===== config.mk =====
export PLATFORM = sky130hd
export DESIGN_NAME = vtc_readback
export DESIGN_NICKNAME = d
export VERILOG_FILES = /design/src/rtl/vtc_pkg.sv /design/src/rtl/vtc_regbank.sv /design/src/rtl/vtc_pen_latch.sv /design/src/rtl/vtc_rd_decode.sv /design/src/rtl/vtc_readback.sv
export SDC_FILE = /design/constraint.sdc
export NUM_CORES = 1
export LEC_CHECK = 0
export ABC_AREA = 1
export BUFFER_PORTS_ARGS = -buffer_cell sky130_fd_sc_hd__buf_4
export CORE_UTILIZATION = 65
export DETAILED_ROUTE_END_ITERATION = 10
export GPL_ROUTABILITY_DRIVEN = 0
export MAX_ROUTING_LAYER = met4
export PLACE_DENSITY = 0.85
export RECOVER_POWER = 50
export SLEW_MARGIN = 30
export SYNTH_ARGS = -nofsm -noshare
export SYNTH_HDL_FRONTEND = slang
export SYNTH_SLANG_ARGS = --single-unit

===== constraint.sdc =====
create_clock -name clk -period 5.8 [get_ports clk]
set_input_delay 1.74 -clock clk [delete_from_list [all_inputs] [get_ports clk]]
set_output_delay 1.74 -clock clk [all_outputs]
set_load 0.02 [all_outputs]

===== src/rtl/vtc_pkg.sv =====
package vtc_pkg;

    typedef enum logic [2:0] {
        VAR0 = 3'd0,
        VAR1 = 3'd1,
        VAR2 = 3'd2,
        VAR3 = 3'd3,
        VAR4 = 3'd4
    } variant_e;

    localparam int PEN_FLAG_BIT = 6;

    // Map any 3-bit code onto a known variant; unused codes fall back to 0.
    function automatic variant_e norm_variant(input logic [2:0] code);
        variant_e v;
        case (code)
            3'd1:    v = VAR1;
            3'd2:    v = VAR2;
            3'd3:    v = VAR3;
            3'd4:    v = VAR4;
            default: v = VAR0;
        endcase
        return v;
    endfunction

    // Implemented-bit mask of each stored register.
    function automatic logic [7:0] impl_mask(input int idx);
        logic [7:0] m;
        case (idx)
            4, 6, 7, 10: m = 8'h7F;
            5, 9, 11:    m = 8'h1F;
            12, 14:      m = 8'h3F;
            default:     m = 8'hFF;
        endcase
        return m;
    endfunction

    function automatic logic [7:0] status_byte(input logic flag);
        logic [7:0] s;
        s = '0;
        s[PEN_FLAG_BIT] = flag;
        return s;
    endfunction

endpackage


===== src/rtl/vtc_regbank.sv =====
module vtc_regbank #(
    parameter int NREG  = 16,
    parameter int IDX_W = 5,
    parameter int DW    = 8
) (
    input  logic                      clk,
    input  logic                      rst,
    input  logic                      wr_en,
    input  logic [IDX_W-1:0]          wr_idx,
    input  logic [DW-1:0]             wr_data,
    output logic [NREG-1:0][DW-1:0]   regs
);
    import vtc_pkg::*;

    for (genvar g = 0; g < NREG; g++) begin : g_reg
        localparam logic [DW-1:0] MASK = DW'(impl_mask(g));
        always_ff @(posedge clk) begin
            if (rst) begin
                regs[g] <= '0;
            end else if (wr_en && (int'(wr_idx) == g)) begin
                regs[g] <= wr_data & MASK;
            end
        end
    end

endmodule


===== src/rtl/vtc_pen_latch.sv =====
module vtc_pen_latch #(
    parameter int AW = 14,
    parameter int DW = 8
) (
    input  logic          clk,
    input  logic          rst,
    input  logic          strobe,
    input  logic [AW-1:0] addr,
    input  logic          clr_req,
    output logic [DW-1:0] pen_hi,
    output logic [DW-1:0] pen_lo,
    output logic          flag
);
    localparam int HI_W = AW - DW;

    always_ff @(posedge clk) begin
        if (rst) begin
            pen_hi <= '0;
            pen_lo <= '0;
        end else if (strobe) begin
            pen_hi <= {{(DW-HI_W){1'b0}}, addr[AW-1:DW]};
            pen_lo <= addr[DW-1:0];
        end
    end

    // A new capture outranks a clearing read in the same cycle.
    always_ff @(posedge clk) begin
        if (rst) begin
            flag <= 1'b0;
        end else if (strobe) begin
            flag <= 1'b1;
        end else if (clr_req) begin
            flag <= 1'b0;
        end
    end

endmodule


===== src/rtl/vtc_rd_decode.sv =====
module vtc_rd_decode #(
    parameter int NREG  = 16,
    parameter int IDX_W = 5,
    parameter int DW    = 8
) (
    input  vtc_pkg::variant_e        variant,
    input  logic [IDX_W-1:0]         idx,
    input  logic                     rd_en,
    input  logic                     stat_sel,
    input  logic [NREG-1:0][DW-1:0]  regs,
    input  logic [DW-1:0]            pen_hi,
    input  logic [DW-1:0]            pen_lo,
    input  logic                     flag,
    output logic [DW-1:0]            data,
    output logic                     clr_req
);
    import vtc_pkg::*;

    localparam int IDX_PEN_HI = 16;
    localparam int IDX_PEN_LO = 17;

    logic [DW-1:0] status;
    logic [DW-1:0] reg_path;
    int            full_idx;

    assign status   = DW'(status_byte(flag));
    assign full_idx = int'(idx);

    always_comb begin
        reg_path = '0;
        unique case (variant)
            VAR3, VAR4: begin
                unique case (idx[2:0])
                    3'd0:    reg_path = pen_hi;
                    3'd1:    reg_path = pen_lo;
                    3'd2,
                    3'd3:    reg_path = status;
                    default: reg_path = regs[12 + int'(idx[1:0])];
                endcase
            end
            VAR1, VAR2: begin
                if (full_idx == IDX_PEN_HI)      reg_path = pen_hi;
                else if (full_idx == IDX_PEN_LO) reg_path = pen_lo;
                else if (full_idx == 14 || full_idx == 15)
                    reg_path = regs[full_idx[3:0]];
            end
            default: begin
                if (full_idx == IDX_PEN_HI)      reg_path = pen_hi;
                else if (full_idx == IDX_PEN_LO) reg_path = pen_lo;
                else if (full_idx >= 12 && full_idx <= 15)
                    reg_path = regs[full_idx[3:0]];
            end
        endcase
    end

    always_comb begin
        if (!stat_sel) begin
            data = reg_path;
        end else begin
            unique case (variant)
                VAR1:       data = status;
                VAR3, VAR4: data = reg_path;
                default:    data = '0;
            endcase
        end
    end

    assign clr_req = rd_en && !stat_sel && (variant == VAR1) &&
                     (full_idx == IDX_PEN_HI || full_idx == IDX_PEN_LO);

endmodule


===== src/rtl/vtc_readback.sv =====
module vtc_readback #(
    parameter int IDX_W = 5,
    parameter int DW    = 8,
    parameter int AW    = 14,
    parameter int NREG  = 16
) (
    input  logic             clk,
    input  logic             rst,
    input  logic [2:0]       variant_i,
    input  logic [IDX_W-1:0] reg_idx_i,
    input  logic             wr_en_i,
    input  logic [DW-1:0]    wr_data_i,
    input  logic             rd_en_i,
    input  logic             stat_sel_i,
    input  logic             pen_strobe_i,
    input  logic [AW-1:0]    disp_addr_i,
    output logic [DW-1:0]    rd_data_o,
    output logic             rd_valid_o
);
    import vtc_pkg::*;

    variant_e                 variant;
    logic [NREG-1:0][DW-1:0]  regs;
    logic [DW-1:0]            pen_hi;
    logic [DW-1:0]            pen_lo;
    logic                     pen_flag;
    logic [DW-1:0]            dec_data;
    logic                     clr_req;

    assign variant = norm_variant(variant_i);

    vtc_regbank #(.NREG(NREG), .IDX_W(IDX_W), .DW(DW)) u_bank (
        .clk     (clk),
        .rst     (rst),
        .wr_en   (wr_en_i),
        .wr_idx  (reg_idx_i),
        .wr_data (wr_data_i),
        .regs    (regs)
    );

    vtc_pen_latch #(.AW(AW), .DW(DW)) u_pen (
        .clk     (clk),
        .rst     (rst),
        .strobe  (pen_strobe_i),
        .addr    (disp_addr_i),
        .clr_req (clr_req),
        .pen_hi  (pen_hi),
        .pen_lo  (pen_lo),
        .flag    (pen_flag)
    );

    vtc_rd_decode #(.NREG(NREG), .IDX_W(IDX_W), .DW(DW)) u_dec (
        .variant  (variant),
        .idx      (reg_idx_i),
        .rd_en    (rd_en_i),
        .stat_sel (stat_sel_i),
        .regs     (regs),
        .pen_hi   (pen_hi),
        .pen_lo   (pen_lo),
        .flag     (pen_flag),
        .data     (dec_data),
        .clr_req  (clr_req)
    );

    always_ff @(posedge clk) begin
        if (rst) begin
            rd_data_o  <= '0;
            rd_valid_o <= 1'b0;
        end else begin
            rd_valid_o <= rd_en_i;
            if (rd_en_i) begin
                rd_data_o <= dec_data;
            end
        end
    end

endmodule


==> reports/metrics.csv, run 1 <==
stage;metric;value;unit
synth;yosys-top-cells-area;dfxtp_1, nand2_1, a21oi_1, o21ai_0, inv_1;
synth;syn_nets;1060;
sta;fin_ws;1.61;ns
sta;fin_tns_setup;0;ns
sta;drv_slew;108;
route;drtPass1Iterations;5;
die;initial_core_util;0.667;
die;die_area;0.0104;sq mm
grt;first_global_vias;5641;
placement;pre_cts_ws;1.81;ns
placement;io_buffers;44;
synth;yosys_warnings;0;
power_and_ir_drop;p_leak;0.00319;uW
sta;finClkSkew;0.00724;ns
sta;tightest_slew;1.73;ns
worst_setup_path;critPathKind;input port to register;
route;antenna_left;0;
outcome;outcome;finished, violations left;
route;drc;0;
placement;dpl.hpwl;10.4;mm
route;vias;6344;
power_and_ir_drop;report.power.total;2270;uW
sta;finalSetupViolCount;0;
final_layout;n_antenna_cell;0;
synth;synth.ff_latch_count;130;
sta;clock.fmax;238;MHz
clock_network;htreeDepth;4;
final_layout;final_common_cell;nand2_1;
synth;post_synth_instance_area;0.00649;sq mm
final_layout;utilization;0.746;
die;rows;36;
synth;synth_cell_types;26;
die;die_h;102;um
grt;grt_overflow_total;0;
sta;hold_viol;0;
power_and_ir_drop;irDropWorstVdd;0.000214;V
synth;synth_edf_count;0;
die;fp.dieW;102;um
clock_network;clkTransAtPathRegs;0.06;ns
synth;seq_area_frac_synth;0.401;
synth;synthFlopType;dfxtp_1;
clock_network;numCtsBuffers;17;
clock_network;root_buffer;clkbuf_8;
worst_setup_path;critPathLaunchType;input port;
outcome;violations;max-capacitance violations, max-slew violations;
clock_network;clock_latency;0.52;ns
final_layout;drive_above_1_share;0.0771;
synth;synth_area_leader_cell;dfxtp_1;
sta;period_needed;4.19;ns
route;totalWireLength;16.8;mm
worst_setup_path;cp_max_fo;107;
synth;async_reset_ff_frac;0;
clock_network;cts_setup_buffers;0;
grt;grt_first_pass_wirelength;27.4;mm
hold_path;worstHoldPathType;register to register;
sta;fin_crit_sh;0.723;
die;core;0.00973;sq mm
route;drtIter0Drc;536;
clock_network;cts_resized;0;
die;io_pins;45;
route;wl_per_cell;14.4;um
synth;synth_top_area_share;0.401;
route;wl_met2;7.42;mm
sta;rsz0062_at_grt;false;
worst_setup_path;cp.required;6.19;ns
sta;maxSlewHeadroom;-0.156;
final_layout;final_cell_mix;nand2_1, a21oi_1, inv_1, dfxtp_1, o21ai_0;
final_layout;fin_nets;1061;
route;wl_met1;7.51;mm
clock_network;hold_buffers;0;
grt;grt_max_degree;108;
final_layout;area_growth_syn_to_layout;11.9;%
route;viasPerCell;5.42;
flow_run;max_cap_viol_count;1;
synth;syn_avg_cell_area;6.33;sq um
worst_setup_path;cp_slowest_stage_delay;1.01;ns
grt;antenna_found_initial;0;
power_and_ir_drop;p_per_area;313;mW/mm^2
sta;fin_hold_ws;0.451;ns
worst_setup_path;arrival;4.59;ns
synth;syn_inst;1024;
route;maxUsedRoutingLayer;met4;
clock_network;cts_num_sinks;130;
worst_setup_path;crit_chain;clkbuf_1, clkinvlp_2, clkbuf_2, o21ai_0, a21oi_1;
grt;grt_util_all_layers;0.352;
route;dr_wl_met3;1.35;mm
worst_setup_path;endpoint_kind;register;
clock_network;cts_tree;built;
worst_setup_path;cp_slowest_cell;clkbuf_2;
clock_network;clockBufferDepth;2;
==> through the flow <==
step | instances | cell area (sq um)
after floorplan | 1024 | 6490
after global placement | 1139 | 6690
after detailed placement | 1139 | 6690
after CTS | 1171 | 7320
after global routing | 1171 | 7260
final | 1171 | 7260
==> critical path, delay by kind of cell <==
family / cells / cell delay [ns]
AO/OA/AOI/OAI: 2 / 0.50
buffers and inverters: 3 / 2.25
==> synthesized netlist by cell type (4+ instances only) <==
library cell,number
buf_6,4
nand2_1,358
inv_2,4
a21oi_1,141
dfxtp_1,130
o221ai_1,6
buf_1,4
buf_2,11
nor2_2,4
o21ai_0,126
clkbuf_1,39
o22ai_1,4
nand3_1,16
inv_1,131
nor2_1,24
buf_4,6
==> final timing paths <==
kind / start / end / slack [ns] / cells after the start
min: u_bank.regs[104] / u_bank.regs[104] / 0.45 / 2
max: rst / u_bank.regs[11] / 1.61 / 5
min reg2reg: u_bank.regs[104] / u_bank.regs[104] / 0.45 / 2
max reg2reg: u_bank.regs[8] / rd_data_o[0] / 4.12 / 14
==> cell type report <==
| type | instances | area (sq um) |
|---|---|---|
| Timing Repair Buffer | 46 | 305 |
| Clock buffer | 19 | 442 |
| Sequential cell | 130 | 2600 |
| Clock inverter | 13 | 184 |
| Tap cell | 133 | 166 |
| Fill cell | 817 | 2470 |
| Multi-Input combinational cell | 694 | 3050 |
| Inverter | 136 | 512 |
==> cell families after synthesis <==
logic type             after synthesis  synth area share
and+or+nand+nor                    412             0.250
AOI/OAI and AO/OA                  282             0.223
DFF                                130             0.401
buffers and inverters              200             0.126
==> sequential cells by signal, summed over array words and instances (netlist names) <==
name / flops
u_bank.regs: 106
rd_valid_o: 1
rd_data_o: 8
u_pen.pen_hi: 6
u_pen.pen_lo: 8
u_pen.flag: 1
==> where the power goes <==
| part | leakage [uW] | internal, uW | switching, uW |
|---|---|---|---|
| clock | 0.000300 | 720 | 399 |
| combinational | 0.00183 | 73.3 | 163 |
| sequential | 0.00105 | 913 | 6.23 |
==> metal layers <==
| metal | GRT usage | vias up |
|---|---|---|
| met3 | 0.0472 | 42 |
| met4 | 0.175 | 0 |
| li1 | - | 3226 |
| met1 | 0.472 | 2789 |
| met5 | - | - |
| met2 | 0.524 | 287 |
Note: power is estimated with default switching activity, not from simulation.
==> inputs of run 2 (changes only) <==
--- a/config.mk
+++ b/config.mk
@@ -5,13 +5,13 @@
 export SDC_FILE = /design/constraint.sdc
 export NUM_CORES = 1
 export LEC_CHECK = 0
-export ABC_AREA = 1
+export ABC_AREA = 0
 export BUFFER_PORTS_ARGS = -buffer_cell sky130_fd_sc_hd__buf_4
-export CORE_UTILIZATION = 65
+export CORE_UTILIZATION = 54
 export DETAILED_ROUTE_END_ITERATION = 10
 export GPL_ROUTABILITY_DRIVEN = 0
 export MAX_ROUTING_LAYER = met4
-export PLACE_DENSITY = 0.85
+export PLACE_DENSITY = 0.75
 export RECOVER_POWER = 50
 export SLEW_MARGIN = 30
 export SYNTH_ARGS = -nofsm -noshare
==> constraint.sdc (replaced) <==
create_clock -name clk -period 4.2 [get_ports clk]
set_input_delay 1.26 -clock clk [delete_from_list [all_inputs] [get_ports clk]]
set_output_delay 1.26 -clock clk [all_outputs]
set_load 0.02 [all_outputs]
==> reports/metrics.csv, run 2 <==
stage;metric;value;unit
synth;synth_edf_count;0;
clock_network;clockBufferDepth;2;
worst_setup_path;crit_chain;buf_4, inv_1, nor4b_1, nand3_1, mux2i_1, nor2_1;
die;initial_core_util;0.566;
final_layout;fin_nets;438;
final_layout;largest_register_ffs;37;
clock_network;clkTransAtPathRegs;0.07;ns
route;viasPerCell;5.91;
worst_setup_path;cp.required;4.41;ns
sta;maxSlewHeadroom;0.428;
synth;seq_area_frac_synth;0.362;
worst_setup_path;arrival;3.32;ns
clock_network;cts_resized;0;
synth;synth_top_area_share;0.362;
grt;grtUsageMet3;0.0562;
sta;hold_viol;0;
outcome;outcome;complete, no violations;
route;wl_per_cell;16.3;um
worst_setup_path;critPathTopFamily;simple AND/OR/NAND/NOR gates;
sta;fin_crit_sh;0.740;
final_layout;utilization;0.639;
synth;yosys_warnings;0;
sta;rsz0062_at_grt;false;
synth;syn_nets;424;
route;drtPass1Iterations;5;
route;antenna_left;0;
synth;async_reset_ff_frac;0;
grt;grt_first_pass_wirelength;12.5;mm
grt;grt_overflow_total;0;
sta;fin_ws;1.09;ns
final_layout;top_register;u_bank.regs;
die;io_pins;45;
placement;io_buffers;44;
sta;tightest_slew;0.852;ns
synth;synth.top_cells.by_count;mux2i_1, nor2_1, dfxtp_1;
worst_setup_path;critPathKind;input port to register;
clock_network;cts_tree;built;
sta;clock.fmax;322;MHz
grt;grt_util_all_layers;0.260;
placement;pre_cts_ws;0.997;ns
final_layout;fin_cells;482;
flow_run;max_cap_viol_count;0;
worst_setup_path;cp_slowest_stage_delay;0.66;ns
power_and_ir_drop;p_per_area;378;mW/mm^2
worst_setup_path;critPathLaunchType;input port;
die;die_h;81.0;um
die;fp.dieW;81.0;um
final_layout;fin_area;0.00381;sq mm
power_and_ir_drop;p_leak;0.00167;uW
grt;antenna_found_initial;0;
die;die_area;0.00657;sq mm
clock_network;hold_buffers;0;
worst_setup_path;cp_slowest_cell;nor4b_1;
die;rows;28;
synth;synth_cell_types;58;
placement;dpl.hpwl;5.36;mm
die;core;0.00596;sq mm
sta;finalSetupViolCount;0;
sta;fin_tns_setup;0;ns
synth;syn_inst;388;
synth;post_synth_instance_area;0.00337;sq mm
hold_path;worstHoldPathType;register to register;
route;totalWireLength;7.88;mm
final_layout;n_antenna_cell;0;
final_layout;drive_above_1_share;0.155;
route;drc;0;
synth;synthFlopType;dfxtp_1;
route;drtIter0Drc;202;
clock_network;root_buffer;clkbuf_8;
route;vias;2847;
final_layout;reg.largest.list;u_bank.regs: 37 flops, rd_data_o: 8 flops, u_pen.pen_lo: 8 flops;
clock_network;clock_latency;0.35;ns
sta;period_needed;3.11;ns
placement;placed_cells;466;
clock_network;htreeDepth;3;
final_layout;final_cell_mix;mux2i_1, nor2_1, dfxtp_1, buf_4, nand2_1;
worst_setup_path;cp_max_fo;34;
synth;yosys-top-cells-area;dfxtp_1, mux2i_1, nor2_1, clkbuf_1, a21oi_1;
sta;finClkSkew;0.00880;ns
synth;syn_avg_cell_area;8.69;sq um
grt;grt_busiest_layer;met2;
clock_network;cts_setup_buffers;0;
grt;use_met1;0.354;
clock_network;cts_num_sinks;61;
clock_network;numCtsBuffers;9;
grt;grt_util_met2;0.367;
worst_setup_path;endpoint_kind;register;
grt;first_global_vias;2525;
final_layout;area_growth_syn_to_layout;12.8;%
placement;placed_cell_area;0.00361;sq mm
power_and_ir_drop;irDropWorstVdd;0.000245;V
grt;grt_max_degree;58;
synth;synth_area_leader_cell;dfxtp_1;
synth;synth.ff_latch_count;61;
worst_setup_path;path_buf_inv;2;
sta;drv_slew;0;
## run 2: cell count changes after synthesis, moves of 15 or more
cell,previous run,this run
nor2_1,24,69
nand2_1,358,20
o21ai_0,126,6
inv_1,131,2
mux2i_1,0,69
clkbuf_1,39,24
dfxtp_1,130,61
a21oi_1,141,16
## run 2: final cells by class
cell class | instances | area [sq um]
inverters | 4 | 15.0
clock inverters | 5 | 106
multi-input cells | 282 | 1920
clock buffers | 11 | 151
repair buffers | 44 | 297
flip-flops and latches | 61 | 1220
fillers | 532 | 2150
well taps | 75 | 93.8
## run 2: stage by stage
step | power (uW) | hold slack (ns)
4_1_cts | 1450 | 0.470
2_1_floorplan | 731 | 0.431
3_3_place_gp | 778 | 0.442
6_report | 1440 | 0.475
5_1_grt | 1480 | 0.495
3_5_place_dp | 780 | 0.460
## run 2: where the power goes
group	switching [uW]	leakage (uW)	internal, uW
combinational	96.5	0.00104	66.5
clock	245	0.000126	428
sequential	8.58	0.000496	593
total	350	0.00167	1090
## run 2: worst paths after layout
kind                            slack [ns]          endpoint  cells past startpoint             from
worst min register to register        0.47    u_bank.regs[6]                      2   u_bank.regs[6]
worst max register to register        2.83      rd_data_o[6]                      5  u_bank.regs[54]
worst max-delay path                  1.09  u_bank.regs[112]                      6     reg_idx_i[1]
worst min-delay path                  0.47    u_bank.regs[6]                      2   u_bank.regs[6]
## run 2: routing by layer
metal,routed length [um],part of all wire
met1,3860,0.49
met2,3360,0.43
met3,493,0.063
met4,170,0.022
met5,0,0
## run 2: worst reg2reg max path: stages (launching register included)
cell      delay [ns]
dfxtp_1         0.31
mux2_1          0.30
a22oi_1         0.21
nor2_1          0.06
a211oi_1        0.23
o32ai_1         0.12
## run 2: logic make-up (layout without fill, tap and decap cells)
family	Yosys count	in the layout	synth area share
and+or+nand+nor	136	136	0.207
muxes	75	75	0.225
AOI/OAI and AO/OA	68	68	0.138
DFF	61	61	0.362
buffers and inverters	45	64	0.0608
xor gates and xnor gates	3	3	0.00779
